--- src/rtl/bce_pkg.sv ---
package bce_pkg;

    typedef enum logic [1:0] {
        OUT_NORMAL = 2'b00,
        OUT_ERROR  = 2'b01,
        OUT_RETRY  = 2'b10,
        OUT_HALT   = 2'b11
    } outcome_t;

    typedef enum logic [2:0] {
        ST_IDLE       = 3'd0,
        ST_ACTIVE     = 3'd1,
        ST_SUSPEND    = 3'd2,
        ST_RETRY_WAIT = 3'd3,
        ST_FAULT      = 3'd4
    } state_t;

    typedef enum logic [2:0] {
        TERM_NONE   = 3'd0,
        TERM_NORMAL = 3'd1,
        TERM_ERROR  = 3'd2,
        TERM_RETRY  = 3'd3,
        TERM_HALT   = 3'd4
    } term_t;

endpackage

--- src/rtl/bce_term_decode.sv ---
// Joint decode of the three termination lines sampled on one edge.
module bce_term_decode
    import bce_pkg::*;
(
    input  logic  ack_n_i,
    input  logic  berr_n_i,
    input  logic  halt_n_i,
    output term_t term_o
);
    always_comb begin
        if (!berr_n_i && !halt_n_i) begin
            term_o = TERM_RETRY;
        end else if (!berr_n_i) begin
            term_o = TERM_ERROR;
        end else if (!ack_n_i) begin
            term_o = TERM_NORMAL;
        end else if (!halt_n_i) begin
            term_o = TERM_HALT;
        end else begin
            term_o = TERM_NONE;
        end
    end
endmodule

--- src/rtl/bce_cycle_fsm.sv ---
// Cycle outcome state machine with registered strobes and held cycle attributes.
module bce_cycle_fsm
    import bce_pkg::*;
#(
    parameter int ADDR_W = 24
) (
    input  logic              clk,
    input  logic              rst_n,
    input  logic              start_i,
    input  logic [ADDR_W-1:0] addr_i,
    input  logic              write_i,
    input  term_t             term_i,
    input  logic              halt_n_i,
    input  logic              berr_n_i,
    input  logic              fault_i,
    output state_t            state_o,
    output logic              done_o,
    output outcome_t          outcome_o,
    output logic              reissue_o,
    output logic [ADDR_W-1:0] cur_addr_o,
    output logic              cur_write_o
);
    state_t            st_q, st_nx;
    logic              done_nx, reissue_nx, capture;
    outcome_t          code_nx;
    logic              done_q, reissue_q, write_q;
    outcome_t          code_q;
    logic [ADDR_W-1:0] addr_q;

    always_comb begin
        st_nx      = st_q;
        done_nx    = 1'b0;
        reissue_nx = 1'b0;
        code_nx    = OUT_NORMAL;
        capture    = 1'b0;
        if (fault_i) begin
            st_nx = ST_FAULT;
        end else begin
            unique case (st_q)
                ST_IDLE: begin
                    if (start_i && halt_n_i) begin
                        capture = 1'b1;
                        st_nx   = ST_ACTIVE;
                    end
                end
                ST_ACTIVE: begin
                    unique case (term_i)
                        TERM_NORMAL: begin
                            done_nx = 1'b1;
                            code_nx = OUT_NORMAL;
                            st_nx   = ST_IDLE;
                        end
                        TERM_ERROR: begin
                            done_nx = 1'b1;
                            code_nx = OUT_ERROR;
                            st_nx   = ST_IDLE;
                        end
                        TERM_RETRY: begin
                            done_nx = 1'b1;
                            code_nx = OUT_RETRY;
                            st_nx   = ST_RETRY_WAIT;
                        end
                        TERM_HALT: begin
                            done_nx = 1'b1;
                            code_nx = OUT_HALT;
                            st_nx   = ST_SUSPEND;
                        end
                        default: st_nx = ST_ACTIVE;
                    endcase
                end
                ST_SUSPEND: begin
                    if (!berr_n_i && !halt_n_i) begin
                        done_nx = 1'b1;
                        code_nx = OUT_RETRY;
                        st_nx   = ST_RETRY_WAIT;
                    end else if (halt_n_i) begin
                        st_nx = ST_ACTIVE;
                    end
                end
                ST_RETRY_WAIT: begin
                    if (halt_n_i && berr_n_i) begin
                        reissue_nx = 1'b1;
                        st_nx      = ST_ACTIVE;
                    end
                end
                ST_FAULT: st_nx = ST_FAULT;
                default:  st_nx = ST_IDLE;
            endcase
        end
    end

    // state register
    always_ff @(posedge clk or negedge rst_n) begin
        if (!rst_n) begin
            st_q <= ST_IDLE;
        end else begin
            st_q <= st_nx;
        end
    end

    // output register
    always_ff @(posedge clk or negedge rst_n) begin
        if (!rst_n) begin
            done_q    <= 1'b0;
            code_q    <= OUT_NORMAL;
            reissue_q <= 1'b0;
            addr_q    <= '0;
            write_q   <= 1'b0;
        end else begin
            done_q    <= done_nx;
            code_q    <= code_nx;
            reissue_q <= reissue_nx;
            if (capture) begin
                addr_q  <= addr_i;
                write_q <= write_i;
            end
        end
    end

    assign state_o     = st_q;
    assign done_o      = done_q;
    assign outcome_o   = code_q;
    assign reissue_o   = reissue_q;
    assign cur_addr_o  = addr_q;
    assign cur_write_o = write_q;
endmodule

--- src/rtl/bce_lock_track.sv ---
// Read-modify-write lock and grant permission.
module bce_lock_track (
    input  logic clk,
    input  logic rst_n,
    input  logic accept_i,
    input  logic rmw_i,
    input  logic idle_i,
    output logic lock_o,
    output logic grant_ok_o
);
    logic lock_q;

    always_ff @(posedge clk or negedge rst_n) begin
        if (!rst_n) begin
            lock_q <= 1'b0;
        end else if (accept_i && rmw_i) begin
            lock_q <= 1'b1;
        end else if (idle_i && !rmw_i) begin
            lock_q <= 1'b0;
        end
    end

    assign lock_o     = lock_q;
    assign grant_ok_o = idle_i && !lock_q;
endmodule

--- src/rtl/bce_halt_drive.sv ---
// Latches a double-fault report and pulls the shared halt pin low.
module bce_halt_drive (
    input  logic clk,
    input  logic rst_n,
    input  logic dbl_fault_i,
    output logic halt_oe_o
);
    logic fault_q;

    always_ff @(posedge clk or negedge rst_n) begin
        if (!rst_n) begin
            fault_q <= 1'b0;
        end else if (dbl_fault_i) begin
            fault_q <= 1'b1;
        end
    end

    assign halt_oe_o = fault_q;
endmodule

--- src/rtl/bce_top.sv ---
module bce_top
    import bce_pkg::*;
#(
    parameter int ADDR_W = 24
) (
    input  logic              clk,
    input  logic              rst_n,
    input  logic              start_i,
    input  logic [ADDR_W-1:0] addr_i,
    input  logic              write_i,
    input  logic              rmw_i,
    input  logic              ack_n_i,
    input  logic              berr_n_i,
    input  logic              halt_n_i,
    input  logic              dbl_fault_i,
    output logic              halt_oe_o,
    output logic              lock_o,
    output logic              grant_ok_o,
    output logic              busy_o,
    output logic              done_o,
    output logic [1:0]        outcome_o,
    output logic              reissue_o,
    output logic [ADDR_W-1:0] cur_addr_o,
    output logic              cur_write_o
);
    term_t    term;
    state_t   st;
    outcome_t code;
    logic     idle, accept;

    bce_term_decode u_decode (
        .ack_n_i  (ack_n_i),
        .berr_n_i (berr_n_i),
        .halt_n_i (halt_n_i),
        .term_o   (term)
    );

    bce_cycle_fsm #(.ADDR_W(ADDR_W)) u_fsm (
        .clk         (clk),
        .rst_n       (rst_n),
        .start_i     (start_i),
        .addr_i      (addr_i),
        .write_i     (write_i),
        .term_i      (term),
        .halt_n_i    (halt_n_i),
        .berr_n_i    (berr_n_i),
        .fault_i     (dbl_fault_i),
        .state_o     (st),
        .done_o      (done_o),
        .outcome_o   (code),
        .reissue_o   (reissue_o),
        .cur_addr_o  (cur_addr_o),
        .cur_write_o (cur_write_o)
    );

    assign idle      = (st == ST_IDLE);
    assign accept    = idle && start_i && halt_n_i && !dbl_fault_i;
    assign busy_o    = !idle;
    assign outcome_o = code;

    bce_lock_track u_lock (
        .clk        (clk),
        .rst_n      (rst_n),
        .accept_i   (accept),
        .rmw_i      (rmw_i),
        .idle_i     (idle),
        .lock_o     (lock_o),
        .grant_ok_o (grant_ok_o)
    );

    bce_halt_drive u_halt (
        .clk         (clk),
        .rst_n       (rst_n),
        .dbl_fault_i (dbl_fault_i),
        .halt_oe_o   (halt_oe_o)
    );
endmodule

--- config.mk ---
export PLATFORM = sky130hd
export DESIGN_NAME = bce_top
export DESIGN_NICKNAME = d
export VERILOG_FILES = /design/src/rtl/bce_pkg.sv /design/src/rtl/bce_term_decode.sv /design/src/rtl/bce_cycle_fsm.sv /design/src/rtl/bce_lock_track.sv /design/src/rtl/bce_halt_drive.sv /design/src/rtl/bce_top.sv
export SDC_FILE = /design/constraint.sdc
export NUM_CORES = 1
export LEC_CHECK = 0
export ABC_AREA = 1
export BUFFER_PORTS_ARGS = -buffer_cell sky130_fd_sc_hd__buf_2
export CAP_MARGIN = 20
export CELL_PAD_IN_SITES_DETAIL_PLACEMENT = 2
export CELL_PAD_IN_SITES_GLOBAL_PLACEMENT = 2
export CORE_MARGIN = 2
export CORE_UTILIZATION = 23
export CTS_CLUSTER_DIAMETER = 30
export DETAILED_ROUTE_END_ITERATION = 16
export GPL_TIMING_DRIVEN = 0
export PLACE_DENSITY = 0.77
export SYNTH_ARGS = -nofsm -noshare
export SYNTH_HDL_FRONTEND = slang
export SYNTH_SLANG_ARGS = --single-unit
export TNS_END_PERCENT = 10
--- constraint.sdc ---
create_clock -name clk -period 1.2 [get_ports clk]
set_input_delay 0.06 -clock clk [delete_from_list [all_inputs] [get_ports clk]]
set_output_delay 0.06 -clock clk [all_outputs]
set_load 0.05 [all_outputs]
# Word level (Yosys, flattened, before mapping)
# Index checks and enable logic that the tools add are counted.
[totals] reg_bits=34 out_inout_bits=33 inputBits=33
[classes] mux=27 n_reduce_logical=20 eq_ne=11
[ops] op="$mux W3" n=9
[ops] op="$pmux W3 S5" n=1
[ops] op="$eq A3 B2 Y1 const B" n=4
[ops] op="$pmux W2 S3" n=2
[ops] op="$mux W1" n=11
[ops] op="$logic_and A1 B1 Y1" n=9
[ops] op="$eq A3 B1 Y1 const B" n=2
[ops] op="$eq A3 B3 Y1 const B" n=2
[ops] op="$logic_not A1 Y1" n=6
[ops] op="$ne A3 B2 Y1 const B" n=2
[ops] op="$mux W2" n=2
[ops] op="$ne A4 B4 Y1 const B" n=1
[ops] op="$pmux W2 S2" n=1
[ops] op="$reduce_or A4 Y1" n=1
[ops] op="$logic_not A3 Y1" n=1
[ops] op="$reduce_and A3 Y1" n=1
[ops] op="$pmux W1 S2" n=1
[ops] op="$reduce_bool A2 Y1" n=1
[ops] op="$reduce_or A2 Y1" n=1

# Logic depth before layout (Yosys ltp)
# Gate-level depths: netlist of run 1.
[logic_depth] ltp_word=9 mapped_depth=7 mapped_depth_nobuf=7

# Hierarchy
# From an unflattened synthesis of run 1, not the netlist that was laid out.
[hier_totals] cells_unflattened=189 hier_area_um2=1664.1
[by_module_without_submodules] module="bce_cycle_fsm" area_each_um2=1514.0 n_inst=1 cells_per_inst=163
[by_module_without_submodules] module="bce_lock_track" area_each_um2=48.8 n_inst=1 cells_per_inst=7
[by_module_without_submodules] module="bce_halt_drive" area_each_um2=36.3 n_inst=1 cells_per_inst=4
[by_module_without_submodules] module="bce_top" area_each_um2=35.0 n_inst=1 cells_per_inst=7
[by_module_without_submodules] module="bce_term_decode" area_each_um2=30.0 n_inst=1 cells_per_inst=8

# Worst setup path after synthesis of run 1
# OpenSTA, ideal clock, no wires.
[synth_path] path_kind="register to output" startpoint="register u_fsm.st_q[2] (netlist: u_fsm.state_o[2])" endpoint="output port grant_ok_o" path_stages_with_launch=4 setup_slack_ns=-0.551 required_ns=1.140 t_arrival_ns=1.691 path_cell_list="dfrtp_1 nor2_1 nand2_1 nor2_1"
[synth_between] elab_chain_len=2
[synth_lines] item="start: declaration" line="bce_cycle_fsm.sv:23" rtl="state_t st_q, st_nx;"
[synth_lines] item="start signal: assignment" line="bce_cycle_fsm.sv:97" rtl="st_q <= st_nx;"
[synth_lines] item="$logic_not A3 Y1" line="bce_top.sv:56" rtl="assign idle = (st == ST_IDLE);"
[synth_lines] item="$logic_and A1 B1 Y1" line="bce_lock_track.sv:24" rtl="assign grant_ok_o = idle_i && !lock_q;"
[synth_lines] item="end: declaration" line="bce_top.sv:18" rtl="output logic grant_ok_o,"
# Every way passes these cells.

# Worst setup path in the final report of run 1
# Ends and elaborated chain as after synthesis.

==> flow_metrics.py, run 1 <==
metrics = {
    "logic_synthesis": {
        "synth_seq_cells": 34,
        "synth_edf_count": 0,
        "synth_top_cell_area_share_pct": 56.6,
        "synth_area_per_cell_um2": 9.11,
        "syn-cell-area_um2": 1500,
        "yosys-top-cells-area": "dfrtp_1 (57%), nand2_1 (11%), inv_1 (8.2%), o21ai_2 (5.8%), o21ai_1 (5.3%)",
        "synth_warnings": 0,
        "synth_top_cells_by_count": "nand2_1 (43), dfrtp_1 (34), inv_1 (33)",
        "synth_nets": 198,
        "ys_types": 15,
        "synth_top_cell_by_area": "dfrtp_1",
        "yosysMostFrequentCell": "nand2_1",
        "ys.flop_type": "dfrtp_1",
        "ys_async_sr_fraction_pct": 100,
        "netlist_instances": 165,
        "seq_area_frac_synth_pct": 56.6,
    },
    "detailed_routing": {
        "antenna_left": 0,
        "totalWireLength_um": 4540,
        "avgRoutedWirePerCell_um": 13.8,
        "first_iter_violations": 9,
        "detailroute.via_count": 1389,
        "drt_pass1_iterations": 3,
        "viasPerCell": 4.21,
        "drc": 0,
    },
    "power": {
        "max-vdd-ir-drop_uv": 419,
        "p_switching_w": 0.000643,
        "internal_power_w": 0.00174,
        "cellPowerDensity_nw_per_um2": 1020,
        "seqPwrFrac_pct": 50.2,
        "pwr-share-comb_pct": 13.3,
        "p_sw_share_pct": 27.0,
        "clkPwrFrac_pct": 36.5,
        "power.leakage_nw": 1.32,
    },
    "setup_path": {
        "max_stage_delay_ns": 0.45,
        "path_cells": "nor2_4 > nand2_4 > nor2_4 > buf_8",
        "worst_ep_required_time_ns": 1.14,
        "slowest_stage": "dfrtp_2",
        "crit_family": "flip-flops",
        "crit_path_start_kind": "flip-flop",
        "r2r-start": "u_fsm.state_o[1]",
        "critPathMaxFanout": 3,
        "worstRegToRegCells": 6,
        "r2r_end": "u_fsm.cur_addr_o[11]",
        "end_kind": "output pin",
        "startpoint": "u_fsm.state_o[2]",
        "worstSetupPathDepth": 4,
        "rrSetupSlack_ns": -0.03,
        "crit_top_cell": "nor2_4",
        "worstPathArrival_ns": 1.19,
        "path_buf_inv": 1,
        "critPathKind": "reg2out",
    },
    "floorplanning": {
        "rows": 29,
        "initial_utilization_pct": 23.7,
        "core_area_um2": 6350,
        "die_w_um": 84.8,
        "die_area_um2": 7200,
        "die-height_um": 84.8,
        "io_pins": 66,
    },
    "grt": {
        "grt_use_total_pct": 13.4,
        "grt_max_degree": 35,
        "grt.overflow.total": 0,
        "grt_pass1_vias": 1586,
        "antenna_found_initial": 0,
        "grt_pass1_wl_um": 7580,
    },
    "sta": {
        "relSlewSlack_pct": 47.2,
        "fin_crit_sh_pct": 104,
        "tns_ns": -0.199,
        "setup_ws_ns": -0.0487,
        "rsz0062_at_grt": "true",
        "finalHoldViolations": 0,
        "setup-violations-final": 16,
        "fmax_mhz": 801,
        "slew_viol_final": 0,
        "min_period_ns": 1.25,
        "max_slew.worst_pin.slew_ns": 0.791,
        "skew_ns": 0.00609,
    },
    "cts": {
        "clkSinkCount": 34,
        "cts_buffers": 5,
        "clk_path_buf_depth": 2,
        "cts_tree": "built",
        "clk_pin_slew_worst_paths_ns": 0.07,
        "clock_latency_ns": 0.28,
        "h-tree-depth": 2,
        "root_buffer": "clkbuf_8",
    },
    "placement": {
        "place_ws_ns": -0.118,
        "gp_congestion": 0.762,
        "placed_cells": 307,
        "place.detailed.hpwl_um": 3180,
        "place.port_buffers": 65,
    },
    "run_status": {
        "status": "complete, but fails checks",
        "violations": "setup timing",
    },
    "cells_and_area": {
        "stdcell_count": 330,
        "fillCellCount": 732,
        "synthToLayoutAreaGrowth_pct": 55.9,
        "nets": 285,
        "drive_gt1_share_pct": 54.9,
        "diodes": 0,
    },
    "run": {
        "maxCapViolCount": 0,
    },
    "min_path": {
        "hp-class": "in2reg",
        "hp-start": "addr_i[7]",
        "min_delay_path_depth": 3,
        "min_to": "u_fsm.cur_addr_o[7]",
    },
}
-- cells by family (layout without fill, tap and decap cells) --
family	count (synthesis)	count (layout)	synth area share, %
compound gates	31	31	13.0
simple gates	62	62	18.4
buf+inv	38	126	12.0
flops	34	34	56.6
-- repair_timing --
| item | in CTS | in global routing |
|---|---|---|
| setup endpoints to repair | 31 | 32 |
| hold buffers | 5 | 0 |
| gates resized for setup | 26 | 21 |
| buffers inserted | 7 | 0 |
| hold endpoints to repair | 38 | 0 |
| cloned | 2 | 1 |
| pin swaps | 5 | 3 |
-- flip-flops by register name (all words and copies together) (netlist names) --
| name | count |
|---|---|
| u_fsm.reissue_o | 1 |
| u_fsm.state_o | 3 |
| u_fsm.done_o | 1 |
| u_lock.lock_o | 1 |
| u_fsm.outcome_o | 2 |
| u_fsm.cur_addr_o | 24 |
| u_fsm.cur_write_o | 1 |
| u_halt.halt_oe_o | 1 |
-- stage by stage --
stage          hold WS, ns  instance area (um^2)  total power [W]  util (%)
2_1_floorplan       -0.236                  1520          0.00138         -
3_3_place_gp         0.188                  1940          0.00150      30.6
3_5_place_dp         0.219                  1940          0.00151      30.6
4_1_cts            0.00303                  2250          0.00243      35.5
5_1_grt            0.00286                  2340          0.00251      36.9
6_report           0.00931                  2340          0.00238      36.9
-- cell type report --
class	instances	area, um^2	share of cell area [%]
inverter	33	124	5.29
tap	77	96.3	4.11
timing repair buffer	80	517	22.1
buffer	5	67.6	2.88
sequential	34	855	36.5
clock inverter	1	5.00	0.214
multi-input combinational	93	592	25.3
clock buffer	7	86.3	3.69
-- routing by layer --
layer | global-route usage, % | wire length [um] | vias up | share of wire, %
li1 | - | - | 670 | -
met1 | 15.9 | 1820 | 677 | 40
met2 | 24.0 | 2470 | 38 | 54
met3 | 3.40 | 216 | 4 | 4.8
met4 | 3.90 | 30 | 0 | 0.66
met5 | 0 | 0 | - | 0
-- worst min-delay path, cell delays in order --
cell     delay, ns
buf_2         0.10
inv_1         0.04
o21ai_1       0.06
-- worst max path at each step --
stage | endpoint
floorplan | grant_ok_o
global placement | u_fsm.cur_addr_o[14]
detailed placement | u_fsm.cur_addr_o[13]
CTS | grant_ok_o
global route | grant_ok_o
finish | grant_ok_o
-- power by group through the flow --
stage | sequential, W | combinational (W) | clock (W)
2_1_floorplan | 0.00132 | 0.0000576 | 0
3_3_place_gp | 0.00121 | 0.000288 | 0
3_5_place_dp | 0.00121 | 0.000298 | 0
4_1_cts | 0.00119 | 0.000315 | 0.000926
5_1_grt | 0.00120 | 0.000345 | 0.000967
6_report | 0.00120 | 0.000317 | 0.000870
-- layout by cell type (no fill, tap or decap) --
cell / synthesis / routed
clkbuf_1: 0 / 1
o21ai_1: 16 / 8
a21oi_1: 3 / 3
o21ai_0: 1 / 1
clkbuf_16: 0 / 1
buf_12: 0 / 1
dfrtp_2: 0 / 3
dfrtp_1: 34 / 31
nand2_1: 43 / 21
nand4_4: 1 / 1
or2_2: 1 / 1
nand3_1: 4 / 3
nor2_4: 2 / 4
dlygate4sd3_1: 0 / 5
buf_2: 0 / 63
nand2_2: 0 / 20
buf_6: 5 / 3
o21ai_2: 10 / 18
nor2_1: 10 / 6
nor2_2: 0 / 2
clkbuf_8: 0 / 6
nand2_4: 0 / 2
buf_4: 0 / 7
a21boi_1: 1 / 1
nand3_2: 0 / 1
buf_8: 0 / 4
buf_16: 0 / 1
nand3b_1: 1 / 1
inv_1: 33 / 33
clkinv_2: 0 / 1
Note: power is estimated with default switching activity, not from simulation.
==> run 2, diff against run 1 <==
--- a/config.mk
+++ b/config.mk
@@ -11,12 +11,13 @@
 export CELL_PAD_IN_SITES_DETAIL_PLACEMENT = 2
 export CELL_PAD_IN_SITES_GLOBAL_PLACEMENT = 2
 export CORE_MARGIN = 2
-export CORE_UTILIZATION = 23
+export CORE_UTILIZATION = 24
 export CTS_CLUSTER_DIAMETER = 30
 export DETAILED_ROUTE_END_ITERATION = 16
 export GPL_TIMING_DRIVEN = 0
-export PLACE_DENSITY = 0.77
+export PLACE_DENSITY_LB_ADDON = 0.25
 export SYNTH_ARGS = -nofsm -noshare
 export SYNTH_HDL_FRONTEND = slang
+export SYNTH_HIERARCHICAL = 1
 export SYNTH_SLANG_ARGS = --single-unit
 export TNS_END_PERCENT = 10
==> run 2 against run 1 <==
Effect of this change: sequential cell count unchanged; the run ends with hold timing, setup timing left; worst hold slack worse by 0.012 ns; synthesized cell count up 15%; via count up 8.6%; register-to-register slack worse by 0.12 ns; largest power group unchanged; critical path type is now reg2reg.
==> flow_metrics.py, run 2 <==
metrics = {
    "run_status": {
        "status": "complete, but fails checks",
        "violations": "hold timing, setup timing",
    },
    "logic_synthesis": {
        "ys_types": 15,
        "ys_async_sr_fraction_pct": 100,
        "synth-simple-area-share_pct": 20.5,
        "synth_top_cell_by_area": "dfrtp_1",
        "synth_nets": 222,
        "synth_compound_area_share_pct": 15.1,
        "synthAdderAreaFrac_pct": 0,
        "syn-cell-area_um2": 1660,
        "synth_area_per_cell_um2": 8.80,
        "synth_seq_cells": 34,
        "netlist_instances": 189,
        "synth_top_cell_area_share_pct": 51.1,
        "synth_top_cells_by_count": "inv_1 (44), nand2_1 (43), dfrtp_1 (34)",
        "yosys-top-cells-area": "dfrtp_1 (51%), o21ai_2 (13%), inv_1 (9.9%), nand2_1 (9.7%), buf_6 (3.4%)",
        "ys.flop_type": "dfrtp_1",
        "synth_mux_area_share_pct": 0,
        "synth_xor_area_share_pct": 0,
        "synth_edf_count": 0,
        "yosysMostFrequentCell": "inv_1",
        "synth_top_family_by_area": "simple AND/OR/NAND/NOR gates",
        "seq_area_frac_synth_pct": 51.1,
        "synth_warnings": 6,
    },
    "power": {
        "p_switching_w": 0.000808,
        "p_sw_share_pct": 31.0,
        "seqPwrFrac_pct": 47.2,
        "max-vdd-ir-drop_uv": 329,
        "internal_power_w": 0.00180,
        "pwr-share-comb_pct": 18.3,
        "cellPowerDensity_nw_per_um2": 1060,
        "clkPwrFrac_pct": 34.4,
        "power.leakage_nw": 1.40,
    },
    "grt": {
        "grt_pass1_wl_um": 7360,
        "grt_pass1_vias": 1581,
        "antenna_found_initial": 0,
        "grt_max_degree": 35,
        "grt_use_total_pct": 12.7,
        "grt.overflow.total": 0,
    },
    "floorplanning": {
        "die-height_um": 87.3,
        "initial_utilization_pct": 24.6,
        "core_area_um2": 6760,
        "die_w_um": 87.3,
        "io_pins": 66,
        "die_area_um2": 7620,
        "rows": 30,
    },
    "setup_path": {
        "crit_path_start_kind": "flip-flop",
        "worstPathArrival_ns": 1.53,
        "rrSetupSlack_ns": -0.15,
        "critPathMaxFanout": 8,
        "worstRegToRegCells": 7,
        "end_kind": "flip-flop",
        "critPathKind": "reg2reg",
        "worst_ep_required_time_ns": 1.38,
        "r2r_end": "u_fsm/cur_write_o",
        "startpoint": "u_fsm/state_o[0]",
        "crit_path_end": "u_fsm/cur_write_o",
        "r2r-start": "u_fsm/state_o[0]",
    },
    "cells_and_area": {
        "diodes": 0,
        "drive_gt1_share_pct": 56.4,
        "mostFrequentLayoutCell": "buf_2",
        "stdcell_count": 353,
        "nets": 305,
        "mostFrequentLayoutCells": "buf_2 (64), inv_1 (40), dfrtp_1 (31), nand2_1 (26), o21ai_2 (25)",
        "fin_area_um2": 2450,
        "synthToLayoutAreaGrowth_pct": 47.1,
        "largest_reg_flops": 24,
    },
    "detailed_routing": {
        "totalWireLength_um": 4720,
        "antenna_left": 0,
        "drc": 0,
        "drt_pass1_iterations": 3,
        "detailroute.via_count": 1508,
        "avgRoutedWirePerCell_um": 13.4,
        "viasPerCell": 4.27,
        "first_iter_violations": 15,
    },
    "sta": {
        "max_slew.worst_pin.slew_ns": 0.799,
        "whs_ns": -0.00287,
        "rsz0062_at_grt": "true",
        "fmax_mhz": 741,
        "setup-violations-final": 29,
        "finalHoldViolations": 2,
        "min_period_ns": 1.35,
        "setup_ws_ns": -0.150,
        "skew_ns": 0.00940,
        "slew_viol_final": 0,
        "fin_crit_sh_pct": 113,
        "relSlewSlack_pct": 46.7,
    },
    "cts": {
        "h-tree-depth": 2,
        "clk_pin_slew_worst_paths_ns": 0.07,
        "clock_latency_ns": 0.30,
        "clk_path_buf_depth": 2,
        "clkSinkCount": 34,
        "root_buffer": "clkbuf_8",
        "cts_buffers": 5,
        "cts_tree": "built",
    },
    "placement": {
        "place_area_um2": 2100,
        "gp_congestion": 0.731,
        "placed_cells": 334,
        "place.detailed.hpwl_um": 3350,
        "place.port_buffers": 65,
    },
    "min_path": {
        "hp-class": "in2reg",
    },
    "run": {
        "maxCapViolCount": 0,
    },
}
-- run 2: cell types whose count changed after synthesis, sizes merged, moves of 3 or more --
cell,change
inv,+11
nand2,+7
nand3,+3
nor2,+3
-- run 2: per-layer routing --
metal / vias to the layer above / GRT usage, % / share of wire [%]
met2: 42 / 22.7 / 53
met4: 0 / 5.03 / 1.8
met1: 732 / 14.1 / 40
li1: 728 / - / -
met3: 6 / 3.32 / 4.9
met5: - / 0 / 0
-- run 2: layout make-up --
class | count | area [um^2]
inverters | 44 | 165
multi-input cells | 106 | 681
fillers | 790 | 4310
plain buffers | 5 | 67.6
well taps | 80 | 100
flip-flops and latches | 34 | 855
repair buffers | 76 | 489
clock buffers | 7 | 86.3
clock inverters | 1 | 5.00
-- run 2: power by group through the flow --
stage | Sequential, W | Clock (W) | Combinational (W)
after global routing | 0.00124 | 0.000977 | 0.000523
after global placement | 0.00124 | 0 | 0.000462
final | 0.00123 | 0.000896 | 0.000478
after CTS | 0.00122 | 0.000916 | 0.000475
after detailed placement | 0.00125 | 0 | 0.000471
after floorplan | 0.00143 | 0 | 0.000116
-- run 2: cell families (layout without fill, tap and decap cells) --
kind of cell / after synthesis / count (layout)
and+or+nand+nor: 75 / 75
DFF: 34 / 34
AOI/OAI and AO/OA: 31 / 31
buffers and inverters: 49 / 133
-- run 2: worst min-delay path by stage --
| stage | from | to | slack (ns) | cells after the start |
|---|---|---|---|---|
| floorplan | rst_n | u_fsm/cur_addr_o[0] | -0.24 | 0 |
| finish | addr_i[0] | u_fsm/cur_addr_o[0] | -0.003 | 3 |
| global placement | rst_n | u_fsm/cur_addr_o[4] | 0.19 | 1 |
| global route | addr_i[16] | u_fsm/cur_addr_o[16] | 0.0005 | 3 |
| CTS | addr_i[15] | u_fsm/cur_addr_o[15] | 0.0001 | 3 |
| detailed placement | rst_n | u_fsm/cur_addr_o[4] | 0.19 | 1 |
-- run 2: per-stage QoR --
step	setup slack, ns	hold WS, ns	util, %	TNS [ns]	total power [W]
floorplan	0.0288	-0.236	-	0	0.00155
global placement	-0.0758	0.190	31.1	-1.54	0.00171
detailed placement	-0.104	0.190	31.1	-1.99	0.00172
CTS	-0.154	0.000128	33.4	-3.64	0.00262
global route	-0.196	0.000543	36.2	-5.15	0.00274
finish	-0.150	-0.00287	36.2	-3.44	0.00260
-- run 2: timing repair --
action                     CTS  global route
hold buffers                 1             0
buffers inserted             4             3
gates cloned                 0             3
hold endpoints to repair    34             0
setup endpoints to repair   27            33
pin swaps                    3             6
gates resized for setup      9            30
-- run 2: critical path: stages (launching register included) --
cell       delay, ns
dfrtp_2         0.44
buf_6           0.14
nor2_4          0.14
nand4_4         0.10
buf_12          0.17
clkbuf_16       0.16
nand2_2         0.05
o21ai_2         0.05
==> run 3, diff against run 2 <==
--- a/config.mk
+++ b/config.mk
@@ -11,7 +11,7 @@
 export CELL_PAD_IN_SITES_DETAIL_PLACEMENT = 2
 export CELL_PAD_IN_SITES_GLOBAL_PLACEMENT = 2
 export CORE_MARGIN = 2
-export CORE_UTILIZATION = 24
+export CORE_UTILIZATION = 27
 export CTS_CLUSTER_DIAMETER = 30
 export DETAILED_ROUTE_END_ITERATION = 16
 export GPL_TIMING_DRIVEN = 0
==> constraint.sdc (replaced) <==
create_clock -name clk -period 1.4 [get_ports clk]
set_input_delay 0.07 -clock clk [delete_from_list [all_inputs] [get_ports clk]]
set_output_delay 0.07 -clock clk [all_outputs]
set_load 0.05 [all_outputs]
==> run 3 against run 2 <==
Effect of this change: the run now ends clean; clock skew decreased by 0.0049 ns; wire length fell by 4.4%; sequential share of layout area grew 3.2 points; count of clock-buffer cells in the layout down 1; via count shrank 2.3%; register-to-register slack better by 0.26 ns; non-clock buffer count decreased by 5; worst hold slack improved by 0.016 ns; sequential cell count is the same; die area down 11%; design area shrank 8.5%; cell count shrank 2.8%.
==> flow_metrics.py, run 3 (synthesis results as in run 2) <==
metrics = {
    "run_status": {
        "status": "finished, final reports clean",
    },
    "floorplanning": {
        "die_area_um2": 6810,
        "initial_utilization_pct": 27.9,
        "io_pins": 66,
        "rows": 28,
        "core_area_um2": 5960,
        "die_w_um": 82.5,
        "die-height_um": 82.5,
    },
    "cells_and_area": {
        "synthToLayoutAreaGrowth_pct": 34.6,
        "final_core_util_pct": 37.6,
        "fin_area_um2": 2240,
        "diodes": 0,
        "nets": 300,
        "drive_gt1_share_pct": 46.6,
        "mostFrequentLayoutCell": "buf_2",
        "stdcell_count": 343,
        "mostFrequentLayoutCells": "buf_2 (63), nand2_1 (43), inv_1 (42), dfrtp_1 (32), o21ai_2 (25)",
        "largest_reg_flops": 24,
    },
    "detailed_routing": {
        "totalWireLength_um": 4510,
        "drc": 0,
        "antenna_left": 0,
        "drt_pass1_iterations": 4,
        "viasPerCell": 4.29,
        "detailroute.via_count": 1473,
        "first_iter_violations": 30,
        "avgRoutedWirePerCell_um": 13.2,
    },
    "sta": {
        "skew_ns": 0.00454,
        "setup_ws_ns": 0.0105,
        "finalHoldViolations": 0,
        "rsz0062_at_grt": "true",
        "setup-violations-final": 0,
        "fmax_mhz": 720,
        "min_period_ns": 1.39,
        "max_slew.worst_pin.slew_ns": 0.809,
        "slew_viol_final": 0,
        "relSlewSlack_pct": 46.1,
        "fin_crit_sh_pct": 99.2,
    },
    "setup_path": {
        "worstPathArrival_ns": 1.32,
        "worst_ep_required_time_ns": 1.33,
        "end_kind": "output pin",
        "path_cells": "nor2_2 > nand2_2 > inv_2 > inv_2 > nor2_2 > buf_6",
        "r2r-start": "u_fsm/state_o[1]",
        "crit_path_start_kind": "flip-flop",
        "critPathMaxFanout": 5,
        "startpoint": "u_fsm/state_o[0]",
        "slowest_stage": "dfrtp_2",
        "max_stage_delay_ns": 0.45,
        "critPathKind": "reg2out",
    },
    "power": {
        "power.leakage_nw": 1.32,
        "max-vdd-ir-drop_uv": 363,
        "cellPowerDensity_nw_per_um2": 991,
    },
    "min_path": {
        "hp-class": "in2reg",
        "hp-start": "rmw_i",
    },
    "placement": {
        "gp_congestion": 0.724,
        "place.detailed.hpwl_um": 3310,
        "place.port_buffers": 65,
        "place_area_um2": 2090,
        "place_ws_ns": 0.0708,
        "placed_cells": 329,
    },
    "cts": {
        "h-tree-depth": 2,
        "cts_buffers": 5,
        "clk_path_buf_depth": 2,
        "cts_tree": "built",
        "clkSinkCount": 34,
        "clk_pin_slew_worst_paths_ns": 0.07,
        "clock_latency_ns": 0.28,
        "root_buffer": "clkbuf_8",
    },
    "grt": {
        "grt.overflow.total": 0,
        "grt_pass1_vias": 1521,
        "grt_pass1_wl_um": 7240,
        "grt_max_degree": 35,
        "grt_use_total_pct": 14.2,
        "antenna_found_initial": 0,
    },
    "run": {
        "maxCapViolCount": 0,
    },
}
## run 3: critical path: cells and delay by family (launching register included)
kind,cells,cell delay [ns]
DFF,1,0.45
and+or+nand+nor,3,0.33
buffers and inverters,3,0.25
## run 3: layout make-up
class	count	area, um^2
Clock inverter	2	12.5
Tap cell	75	93.8
Clock buffer	6	82.6
Sequential cell	34	853
Fill cell	722	3720
Buffer	5	56.3
Multi-Input combinational cell	106	594
Inverter	44	165
Timing Repair Buffer	71	382
## run 3: timing repair
| item | in CTS | in global routing |
|---|---|---|
| hold buffers | 1 | 0 |
| endpoints found under the setup margin | 1 | 1 |
| endpoints found under the hold margin | 34 | 0 |
| gates resized for setup | 2 | 5 |
| setup buffers | 1 | 4 |
| pin swaps | 0 | 3 |
## run 3: final timing paths
path / depth (start not counted) / slack (ns) / end
setup / recovery: 6 / 0.01 / grant_ok_o
hold / removal: 3 / 0.01 / u_lock/lock_o
setup reg to reg: 5 / 0.11 / u_fsm/cur_addr_o[7]
hold reg to reg: 2 / 0.46 / u_halt/halt_oe_o
max in group asynchronous: 2 / 0.43 / u_fsm/state_o[2]
min in group asynchronous: 2 / 0.41 / u_fsm/cur_addr_o[14]
## run 3: per-layer routing
metal / track usage, % / wire length (um) / vias to the layer above
met4: 4.92 / 54 / 0
met1: 17.8 / 1890 / 701
li1: - / - / 722
met3: 3.80 / 320 / 7
met5: 0 / 0 / -
met2: 23.7 / 2250 / 43
## run 3: power breakdown
part	internal, W	total (W)	leakage (nW)	switching, W
Clock	0.000395	0.000768	0.0472	0.000373
Sequential	0.00103	0.00105	0.457	0.0000233
Combinational	0.000109	0.000401	0.816	0.000292
Total	0.00153	0.00222	1.32	0.000688
## run 3: stage by stage
step / total power (W) / setup TNS (ns) / hold slack, ns
4_1_cts: 0.00227 / 0 / 0.00956
5_1_grt: 0.00234 / -0.379 / 0.0165
2_1_floorplan: 0.00133 / 0 / -0.226
3_3_place_gp: 0.00147 / 0 / 0.218
3_5_place_dp: 0.00148 / 0 / 0.211
6_report: 0.00222 / 0 / 0.0135
